`config.mk`:
```
export PLATFORM = sky130hd
export DESIGN_NAME = mac_cmd_engine
export DESIGN_NICKNAME = d
export VERILOG_FILES = /design/src/rtl/mactbl_pkg.sv /design/src/rtl/mactbl_rst_sync.sv /design/src/rtl/mactbl_store.sv /design/src/rtl/mactbl_match.sv /design/src/rtl/mactbl_irq.sv /design/src/rtl/mac_cmd_engine.sv
export SDC_FILE = /design/constraint.sdc
export NUM_CORES = 2
export LEC_CHECK = 0
export ABC_AREA = 1
export CAP_MARGIN = 20
export CORE_MARGIN = 2
export CORE_UTILIZATION = 40
export CTS_BUF_LIST = sky130_fd_sc_hd__clkbuf_8
export CTS_CLUSTER_DIAMETER = 50
export DETAILED_ROUTE_END_ITERATION = 10
export DONT_BUFFER_PORTS = 1
export PLACE_DENSITY_LB_ADDON = 0.12
export REMOVE_ABC_BUFFERS = 1
export SYNTH_ARGS = -nofsm -noshare
export SYNTH_HDL_FRONTEND = slang
export SYNTH_SLANG_ARGS = --single-unit
```
`constraint.sdc`:
```
create_clock -name clk -period 32.8 [get_ports clk]
set_clock_uncertainty 0.15 [all_clocks]
set_input_delay 4.92 -clock clk [delete_from_list [all_inputs] [get_ports clk]]
set_output_delay 4.92 -clock clk [all_outputs]
set_load 0.1 [all_outputs]
```
`src/rtl/mactbl_pkg.sv`:
```
package mactbl_pkg;

  parameter int MAC_W = 48;
  parameter int PID_W = 3;

  typedef struct packed {
    logic [MAC_W-1:0] mac;
    logic [PID_W-1:0] pid;
    logic             vld;
    logic             lck;
    logic             flt;
    logic             nw;
    logic             agd;
  } tbl_ent_t;

  typedef enum logic [2:0] {
    A_BAD, A_ADD, A_LOCK, A_FILT, A_DEL, A_PID, A_RST, A_WALK
  } act_e;

  typedef enum logic [2:0] {
    K_NONE, K_ALL, K_VALID, K_NEW, K_AGED, K_LOCK, K_FILT, K_PID
  } kind_e;

  typedef struct packed {
    act_e  act;
    kind_e kind;
    logic  nxt;
  } dec_t;

  localparam logic [1:0] ST_IDLE = 2'b00;
  localparam logic [1:0] ST_BUSY = 2'b01;
  localparam logic [1:0] ST_DONE = 2'b10;

  localparam logic [3:0] ERR_NONE  = 4'h0;
  localparam logic [3:0] ERR_MISS  = 4'h1;
  localparam logic [3:0] ERR_FULL  = 4'h2;
  localparam logic [3:0] ERR_BADOP = 4'h3;

  function automatic dec_t decode_op(input logic [7:0] op);
    dec_t d;
    d.act  = A_BAD;
    d.kind = K_NONE;
    d.nxt  = op[0];
    case (op)
      8'h09: d.act = A_ADD;
      8'h0A: d.act = A_LOCK;
      8'h0B: d.act = A_FILT;
      8'h0C: d.act = A_DEL;
      8'h0D: d.act = A_PID;
      8'hFF: d.act = A_RST;
      8'h10, 8'h11: begin d.act = A_WALK; d.kind = K_ALL;   end
      8'h20, 8'h21: begin d.act = A_WALK; d.kind = K_VALID; end
      8'h30, 8'h31: begin d.act = A_WALK; d.kind = K_NEW;   end
      8'h40, 8'h41: begin d.act = A_WALK; d.kind = K_AGED;  end
      8'h50, 8'h51: begin d.act = A_WALK; d.kind = K_LOCK;  end
      8'h60, 8'h61: begin d.act = A_WALK; d.kind = K_FILT;  end
      8'h80, 8'h81: begin d.act = A_WALK; d.kind = K_PID;   end
      default: ;
    endcase
    return d;
  endfunction

endpackage

```
`src/rtl/mactbl_rst_sync.sv`:
```
module mactbl_rst_sync (
  input  logic clk,
  input  logic rst_n_a,
  output logic rst_n_s
);
  logic [1:0] sync_q;

  always_ff @(posedge clk or negedge rst_n_a) begin
    if (!rst_n_a) sync_q <= 2'b00;
    else          sync_q <= {sync_q[0], 1'b1};
  end

  assign rst_n_s = sync_q[1];
endmodule

```
`src/rtl/mactbl_store.sv`:
```
module mactbl_store
  import mactbl_pkg::*;
#(
  parameter int DEPTH = 16
) (
  input  logic                       clk,
  input  logic                       rst_n,
  input  logic                       clr,
  input  logic                       we,
  input  logic [$clog2(DEPTH)-1:0]   widx,
  input  tbl_ent_t                   wdata,
  output tbl_ent_t [DEPTH-1:0]       ents
);
  localparam int IW = $clog2(DEPTH);

  tbl_ent_t [DEPTH-1:0] ent_q;

  for (genvar g = 0; g < DEPTH; g++) begin : g_slot
    logic ld;
    assign ld = we && (widx == IW'(g));
    always_ff @(posedge clk or negedge rst_n) begin
      if (!rst_n)   ent_q[g] <= '0;
      else if (clr) ent_q[g] <= '0;
      else if (ld)  ent_q[g] <= wdata;
    end
  end

  assign ents = ent_q;
endmodule

```
`src/rtl/mactbl_match.sv`:
```
module mactbl_match
  import mactbl_pkg::*;
(
  input  tbl_ent_t          ent,
  input  kind_e             kind,
  input  logic [MAC_W-1:0]  key_mac,
  input  logic [PID_W-1:0]  key_pid,
  output logic              mac_hit,
  output logic              walk_hit
);
  always_comb begin
    mac_hit = ent.vld && (ent.mac == key_mac);
    case (kind)
      K_ALL:   walk_hit = 1'b1;
      K_VALID: walk_hit = ent.vld;
      K_NEW:   walk_hit = ent.vld && ent.nw;
      K_AGED:  walk_hit = ent.vld && ent.agd;
      K_LOCK:  walk_hit = ent.vld && ent.lck;
      K_FILT:  walk_hit = ent.vld && ent.flt;
      K_PID:   walk_hit = ent.vld && (ent.pid == key_pid);
      default: walk_hit = 1'b0;
    endcase
  end
endmodule

```
`src/rtl/mactbl_irq.sv`:
```
module mactbl_irq #(
  parameter int IRQ_W    = 8,
  parameter int DONE_BIT = 5
) (
  input  logic             clk,
  input  logic             rst_n,
  input  logic             set_done,
  input  logic             clr_all,
  input  logic [IRQ_W-1:0] clr_w1c,
  input  logic [IRQ_W-1:0] mask,
  output logic [IRQ_W-1:0] src,
  output logic             irq
);
  logic [IRQ_W-1:0] src_q, src_d;

  always_comb begin
    src_d = clr_all ? '0 : (src_q & ~clr_w1c);
    if (set_done) src_d[DONE_BIT] = 1'b1;
  end

  always_ff @(posedge clk or negedge rst_n) begin
    if (!rst_n) src_q <= '0;
    else        src_q <= src_d;
  end

  assign src = src_q;
  assign irq = |(src_q & mask);
endmodule

```
`src/rtl/mac_cmd_engine.sv`:
```
module mac_cmd_engine
  import mactbl_pkg::*;
#(
  parameter int DEPTH = 16,
  parameter int IRQ_W = 8
) (
  input  logic                     clk,
  input  logic                     rst_n,
  input  logic                     cmd_valid,
  input  logic [7:0]               cmd_op,
  input  logic [MAC_W-1:0]         cmd_mac,
  input  logic [PID_W-1:0]         cmd_pid,
  input  logic [IRQ_W-1:0]         int_mask,
  input  logic [IRQ_W-1:0]         int_clr,
  output logic [1:0]               res_stat,
  output logic [3:0]               res_err,
  output logic [$clog2(DEPTH)-1:0] rd_idx,
  output logic [MAC_W-1:0]         rd_mac,
  output logic [PID_W-1:0]         rd_pid,
  output logic                     rd_vld,
  output logic                     rd_lck,
  output logic                     rd_flt,
  output logic                     rd_new,
  output logic                     rd_aged,
  output logic [IRQ_W-1:0]         int_src,
  output logic                     irq
);
  localparam int IW = $clog2(DEPTH);
  localparam int CW = IW + 1;
  localparam logic [CW-1:0] LAST_IDX = CW'(DEPTH - 1);
  localparam logic [CW-1:0] END_IDX  = CW'(DEPTH);
  localparam int DONE_BIT = 5;

  typedef enum logic {S_IDLE, S_SCAN} fsm_e;

  logic rst_n_s;
  mactbl_rst_sync u_rst (.clk(clk), .rst_n_a(rst_n), .rst_n_s(rst_n_s));

  // state
  fsm_e              st_q, st_d;
  act_e              act_q, act_d;
  kind_e             kind_q, kind_d;
  logic [MAC_W-1:0]  mac_q;
  logic [PID_W-1:0]  pid_q;
  logic [CW-1:0]     idx_q, idx_d, ptr_q, ptr_d;
  logic              fr_vld_q, fr_vld_d;
  logic [IW-1:0]     fr_idx_q, fr_idx_d;
  tbl_ent_t          rd_q, rd_d;
  logic [IW-1:0]     rdi_q, rdi_d;
  logic [1:0]        rs_q, rs_d;
  logic [3:0]        re_q, re_d;
  logic              acc;

  // table interface
  tbl_ent_t [DEPTH-1:0] ents;
  tbl_ent_t          cur, wdata;
  logic              we, clr_tbl;
  logic [IW-1:0]     widx, idx_lo;
  logic              in_rng, mac_hit, walk_hit;

  // completion
  logic              fin, done_p, src_clr_all;
  logic [3:0]        fin_err;
  dec_t              dec_in;

  mactbl_store #(.DEPTH(DEPTH)) u_store (
    .clk(clk), .rst_n(rst_n_s), .clr(clr_tbl), .we(we),
    .widx(widx), .wdata(wdata), .ents(ents)
  );

  assign idx_lo = idx_q[IW-1:0];
  assign in_rng = (idx_q < END_IDX);
  assign cur    = in_rng ? ents[idx_lo] : '0;

  mactbl_match u_match (
    .ent(cur), .kind(kind_q), .key_mac(mac_q), .key_pid(pid_q),
    .mac_hit(mac_hit), .walk_hit(walk_hit)
  );

  mactbl_irq #(.IRQ_W(IRQ_W), .DONE_BIT(DONE_BIT)) u_irq (
    .clk(clk), .rst_n(rst_n_s), .set_done(done_p), .clr_all(src_clr_all),
    .clr_w1c(int_clr), .mask(int_mask), .src(int_src), .irq(irq)
  );

  assign dec_in = decode_op(cmd_op);
  assign acc    = (st_q == S_IDLE) && cmd_valid;

  // next-state logic
  always_comb begin
    st_d        = st_q;
    act_d       = act_q;
    kind_d      = kind_q;
    idx_d       = idx_q;
    ptr_d       = ptr_q;
    fr_vld_d    = fr_vld_q;
    fr_idx_d    = fr_idx_q;
    rd_d        = rd_q;
    rdi_d       = rdi_q;
    rs_d        = rs_q;
    re_d        = re_q;
    we          = 1'b0;
    widx        = idx_lo;
    wdata       = cur;
    clr_tbl     = 1'b0;
    src_clr_all = 1'b0;
    fin         = 1'b0;
    fin_err     = ERR_NONE;

    case (st_q)
      S_IDLE: begin
        if (cmd_valid) begin
          act_d    = dec_in.act;
          kind_d   = dec_in.kind;
          idx_d    = (dec_in.act == A_WALK && dec_in.nxt) ? ptr_q : '0;
          fr_vld_d = 1'b0;
          rs_d     = ST_BUSY;
          re_d     = ERR_NONE;
          st_d     = S_SCAN;
        end
      end
      S_SCAN: begin
        case (act_q)
          A_RST: begin
            clr_tbl     = 1'b1;
            src_clr_all = 1'b1;
            ptr_d       = '0;
            rd_d        = '0;
            rdi_d       = '0;
            fin         = 1'b1;
          end
          A_BAD: begin
            fin     = 1'b1;
            fin_err = ERR_BADOP;
          end
          A_WALK: begin
            if (!in_rng) begin
              ptr_d   = END_IDX;
              fin     = 1'b1;
              fin_err = ERR_MISS;
            end else if (walk_hit) begin
              rd_d  = cur;
              rdi_d = idx_lo;
              ptr_d = idx_q + 1'b1;
              fin   = 1'b1;
            end else if (idx_q == LAST_IDX) begin
              ptr_d   = END_IDX;
              fin     = 1'b1;
              fin_err = ERR_MISS;
            end else begin
              idx_d = idx_q + 1'b1;
            end
          end
          default: begin
            if (mac_hit) begin
              we  = 1'b1;
              fin = 1'b1;
              case (act_q)
                A_ADD:   wdata.pid = pid_q;
                A_PID:   wdata.pid = pid_q;
                A_LOCK:  wdata.lck = 1'b1;
                A_FILT:  wdata.flt = 1'b1;
                default: wdata     = '0;
              endcase
            end else begin
              if (!cur.vld && !fr_vld_q) begin
                fr_vld_d = 1'b1;
                fr_idx_d = idx_lo;
              end
              if (idx_q == LAST_IDX) begin
                fin = 1'b1;
                if (act_q == A_ADD) begin
                  if (fr_vld_d) begin
                    we        = 1'b1;
                    widx      = fr_idx_d;
                    wdata     = '0;
                    wdata.mac = mac_q;
                    wdata.pid = pid_q;
                    wdata.vld = 1'b1;
                    wdata.nw  = 1'b1;
                  end else begin
                    fin_err = ERR_FULL;
                  end
                end else begin
                  fin_err = ERR_MISS;
                end
              end else begin
                idx_d = idx_q + 1'b1;
              end
            end
          end
        endcase
      end
      default: st_d = S_IDLE;
    endcase

    if (fin) begin
      st_d = S_IDLE;
      rs_d = ST_DONE;
      re_d = fin_err;
    end
    done_p = fin;
  end

  // registers
  always_ff @(posedge clk or negedge rst_n_s) begin
    if (!rst_n_s) begin
      mac_q <= '0;
      pid_q <= '0;
    end else if (acc) begin
      mac_q <= cmd_mac;
      pid_q <= cmd_pid;
    end
  end

  always_ff @(posedge clk or negedge rst_n_s) begin
    if (!rst_n_s) begin
      st_q     <= S_IDLE;
      act_q    <= A_BAD;
      kind_q   <= K_NONE;
      idx_q    <= '0;
      ptr_q    <= '0;
      fr_vld_q <= 1'b0;
      fr_idx_q <= '0;
      rd_q     <= '0;
      rdi_q    <= '0;
      rs_q     <= ST_IDLE;
      re_q     <= ERR_NONE;
    end else begin
      st_q     <= st_d;
      act_q    <= act_d;
      kind_q   <= kind_d;
      idx_q    <= idx_d;
      ptr_q    <= ptr_d;
      fr_vld_q <= fr_vld_d;
      fr_idx_q <= fr_idx_d;
      rd_q     <= rd_d;
      rdi_q    <= rdi_d;
      rs_q     <= rs_d;
      re_q     <= re_d;
    end
  end

  assign res_stat = rs_q;
  assign res_err  = re_q;
  assign rd_idx   = rdi_q;
  assign rd_mac   = rd_q.mac;
  assign rd_pid   = rd_q.pid;
  assign rd_vld   = rd_q.vld;
  assign rd_lck   = rd_q.lck;
  assign rd_flt   = rd_q.flt;
  assign rd_new   = rd_q.nw;
  assign rd_aged  = rd_q.agd;
endmodule

```
## After elaboration in Yosys (flattened, before gate mapping)

Cells that the tools add are included.
Widths: inputs -> output; s select.

- Add/sub/neg operators: 1
- Order comparisons: 2
- Eq/ne operators: 63
- Multiplexer cells: 117
- Bitwise gates (word level): 6
- Reductions and logical operators: 70

Operators by type and width:

| kind | count |
|---|---|
| $mux 56 | 42 |
| $bmux 56 s4 | 1 |
| $pmux 56 s2 | 1 |
| $mux 4 | 16 |
| $eq 48x48->1 | 1 |
| $eq 8x7->1 const B | 6 |
| $mux 48 | 1 |
| $mux 5 | 9 |
| $pmux 3 s7 | 2 |
| $eq 8x4->1 const B | 5 |
| $reduce_bool 2->1 | 18 |
| $eq 4x4->1 const B | 8 |
| $eq 8x6->1 const B | 4 |
| $pmux 5 s2 | 3 |
| $mux 1 | 28 |
| $logic_and 1x1->1 | 25 |
| $eq 3x3->1 const B | 8 |
| $eq 8x8->1 const B | 3 |
| $reduce_or 2->1 | 10 |
| $and 8x8->8 | 2 |
| $eq 4x3->1 const B | 4 |
| $eq 8x5->1 const B | 2 |
| $reduce_or 14->1 | 1 |
| $eq 3x2->1 const B | 4 |
| 32 further kinds | 55 |

- Register bits: 1045
- Input port bits: 78
- Output and inout bits: 75
- Word-level logic and storage cells: 392

## Depth between registers and ports, before layout

- Word-level depth: 19
- Gate-level depth with buffers: 29
- Mapped depth without buffers: 24

## Cells and area by module

Synthesis repeated with hierarchy kept, for this count alone.

- Cell total of the unflattened synthesis: 7003
- Area, all modules: 52808.1 µm²

Modules (own cells, without submodules):

| module | times used | cells an instance | area each (µm²) | seq. area each (µm²) |
|---|---|---|---|---|
| mactbl_store | 1 | 4099 | 36083.4 | 22421.5 |
| mac_cmd_engine | 1 | 2617 | 15333.5 | 3428.3 |
| mactbl_match | 1 | 243 | 1009.7 | 0.0 |
| mactbl_irq | 1 | 41 | 327.8 | 200.2 |
| mactbl_rst_sync | 1 | 3 | 53.8 | 50.0 |

## Least setup slack after synthesis

Ideal clock, no wire load.

- Path kind: input to output
- From: in int_mask[1]
- To: out irq
- Data arrival time: 5914 ps
- Required time: 27730 ps
- Slack: 21816 ps
- Stages: 3
- Buffers on the path: 0
- Path through: a22o_1 > a221oi_1 > nand2_1

- Word-level cells in the longest chain between the ends: 2

RTL lines:

| element | line | text |
|---|---|---|
| from (decl) | mac_cmd_engine.sv:13 | `input logic [IRQ_W-1:0] int_mask,` |
| $and 8x8->8 | mactbl_irq.sv:27 | `assign irq = \|(src_q & mask);` |
| $reduce_or 8->1 | mactbl_irq.sv:27 |  |
| to (decl) | mac_cmd_engine.sv:26 | `output logic irq` |

Every way passes these cells.

## Worst setup path in the final report

Ends and elaborated chain as after synthesis.

==> qor.yml <==
status: "finished, final reports clean"
cts_root_buffer: "clkbuf_8"
yosysWarnings: 0
syn_area_per_cell_um2: 7.09
synth_xor_area_share_pct: 0.0464
drt_iter0_drc: 6766
period_needed_ps: 11070
post_cts_buffers: 0
async_reset_ff_share_pct: 100
die_h_um: 380
drtAntennaViolNets: 0
ios: 153
grtUsageTotal_pct: 31.9
muxShareOfSynthArea_pct: 0
antenna_found_initial: 6
grt_max_degree: 261
io_buffers: 0
cts.path.max_buffers: 3
timing.final.ws_setup_ps: 21730
final_nets: 7712
syn_inst: 7985
place_ws_ps: 21720
instances_no_fill: 9674
start_kind: "primary input"
numCtsBuffers: 194
powerDensity_nw_per_um2: 83.6
synth_top_area_share_pct: 46.1
rsz0062_at_grt: "false"
core-area_um2: 141000
hpwl_mm: 124
final_max_slew_viol_count: 0
wire_per_inst_um: 24.3
netlist_area_um2: 56600
grt_overflow: 0
dr.pass1.iters: 7
ys_dominant_reg_cell: "dfrtp_1"
place_inst: 9325
p_leak_nw: 33.0
tightest_slew_ps: 1270
synth_area_leaders: "dfrtp_1 46%, nand2_1 19%, nand3_1 18%"
wl_mm: 235
viasPerCell: 5.71
setup_tns_ps: 0
grt_pass1_wl_mm: 347
drv_cap: 0
place_congestion: 0.859
area_growth_pct: 8.07
setup_viol: 0
hold_buffers: 0
grt_pass1_vias: 51000
synth_edf_count: 0
numClockSinks: 1043
period_share_pct: 33.8
dieArea_um2: 145000
synth_area_leader_cell: "dfrtp_1"
vias: 55200
fmax_mhz: 90.3
hp-class: "reg -> reg"
arrival_ps: 6000
crit_required_ps: 27730
rows: 138
synth_seq_cells: 1043
synth_top_family_by_area: "simple AND/OR/NAND/NOR gates"
synth_compound_area_share_pct: 4.89
cts_tree: "done"
crit_fanout: 1
cts_resized: 0
die_x_um: 380
clkTransAtPathRegs_ps: 60
synth_cell_types: 43
slew-limit-headroom_pct: 15.5
layout-drive-gt1-share_pct: 6.58
peakVddDrop_v: 0.0000659
synth_fa_ha_area_share_pct: 0.0663
crit_type: "in -> out"
drc: 0
hold_viol: 0
synth.yosys.seq_area_share_pct: 46.1
clk_latency_ps: 930
final_util_pct: 43.4
synth_simple_gate_area_share_pct: 40.8
cp-end-kind: "output pin"
fillers: 14700
start_util_pct: 40.1
htreeDepth: 4
==> Yosys cell counts (4+ instances only) <==
master / instances
o31ai_1: 6
a21oi_2: 30
inv_2: 4
buf_4: 95
nor2_1: 493
nand4_1: 6
buf_2: 245
o211ai_1: 42
a21oi_1: 26
o221ai_1: 11
clkbuf_1: 207
nand3b_1: 6
inv_1: 356
o22ai_1: 10
o21ai_0: 282
clkinv_1: 8
nor2_2: 11
buf_1: 99
nand2_2: 11
nor3_1: 4
a21oi_4: 10
dfrtp_1: 1043
o21ai_1: 42
nand3_1: 2010
buf_6: 11
nand2_1: 2891
==> cells by family (layout without fill, tap and decap cells) <==
kind of cell | count (synthesis) | in the layout
AOI/OAI and AO/OA | 467 | 467
and+or+nand+nor | 5440 | 5440
adders and majority gates | 3 | 3
buffers and inverters | 1027 | 822
xor gates and xnor gates | 3 | 3
other | 2 | 6
DFF | 1043 | 1043
==> routing by layer <==
metal  GRT usage, %  vias to the layer above  wire, µm
li1               -                    25100         -
met1           45.9                    26900    101000
met2           47.9                     2765    102000
met3           5.68                      518     22500
met4           11.3                        2      8660
met5              0                        -         8
==> report_power, final <==
group / switching (mW) / internal, mW / leakage, nW / total [mW]
registers: 0.164 / 1.37 / 14.4 / 1.53
clock network: 0.604 / 0.721 / 2.29 / 1.32
logic: 1.76 / 0.499 / 16.3 / 2.26
==> placed cells by master, fill, tap and decap left out, types with 4 or more instances in the layout <==
master,instances
nand4_1,6
dfrtp_4,6
nor3_1,4
nor2_2,10
clkinvlp_4,8
nand2_2,10
buf_4,91
inv_6,5
nand2_4,10
clkinv_1,5
a21oi_4,10
buf_12,11
o221ai_1,11
a21oi_1,26
nand3_1,2001
bufinv_16,5
nand3b_1,6
o31ai_1,6
o22ai_1,10
o21ai_1,42
o21ai_0,282
a21oi_2,30
clkbuf_8,251
o211ai_1,42
dfrtp_1,1037
clkinv_2,16
nor2_1,474
nor2_4,23
nand2_1,2883
inv_1,417
nand3_4,10
==> final timing paths <==
| path | slack (ps) | cells after the start | to | from |
|---|---|---|---|---|
| max | 21730 | 3 | irq | int_mask[1] |
| min | 200 | 0 | u_rst.sync_q[1] | u_rst.sync_q[0] |
| max reg2reg | 24570 | 24 | u_store.ents[455] | idx_q[0] |
| min reg2reg | 200 | 0 | u_rst.sync_q[1] | u_rst.sync_q[0] |
| max in group asynchronous | 28350 | 4 | rd_mac[30] | u_rst.sync_q[1] |
| min in group asynchronous | 260 | 0 | rd_mac[41] | u_rst.sync_q[1] |
==> area by class of cell <==
cell class / count / area, µm² / area share (%)
multi-input combinational: 5916 / 26300 / 42.9
sequential: 1043 / 26100 / 42.7
clock buffer: 251 / 3450 / 5.64
tap: 1890 / 2360 / 3.86
inverter: 370 / 1430 / 2.33
timing repair buffer: 106 / 997 / 1.63
clock inverter: 95 / 564 / 0.922
antenna: 3 / 7.51 / 0.0123
==> metrics by stage <==
stage / hold WS [ps] / power, mW / cell area, µm²
2_1_floorplan: 181 / 3.03 / 53400
4_1_cts: 204 / 5.09 / 61200
3_3_place_gp: 186 / 3.75 / 57100
3_5_place_dp: 190 / 3.76 / 57200
5_1_grt: 216 / 5.40 / 61200
6_report: 201 / 5.12 / 61200
==> flip-flops by register name (all words and copies together), names as in the netlist, 2 cells and up, named ones only <==
register and cells:
act_q 3, idx_q 5, kind_q 3, mac_q 48
pid_q 3, ptr_q 5, rd_idx 4, rd_mac 48
rd_pid 3, res_err 2, res_stat 2, u_irq.src 8
u_rst.sync_q 2, u_store.ents 896
==> worst max-delay path, stage by stage <==
cell	delay [ps]
a22o_1	210
a221oi_1	240
nand2_1	630
(Power assumes the default switching activity.)
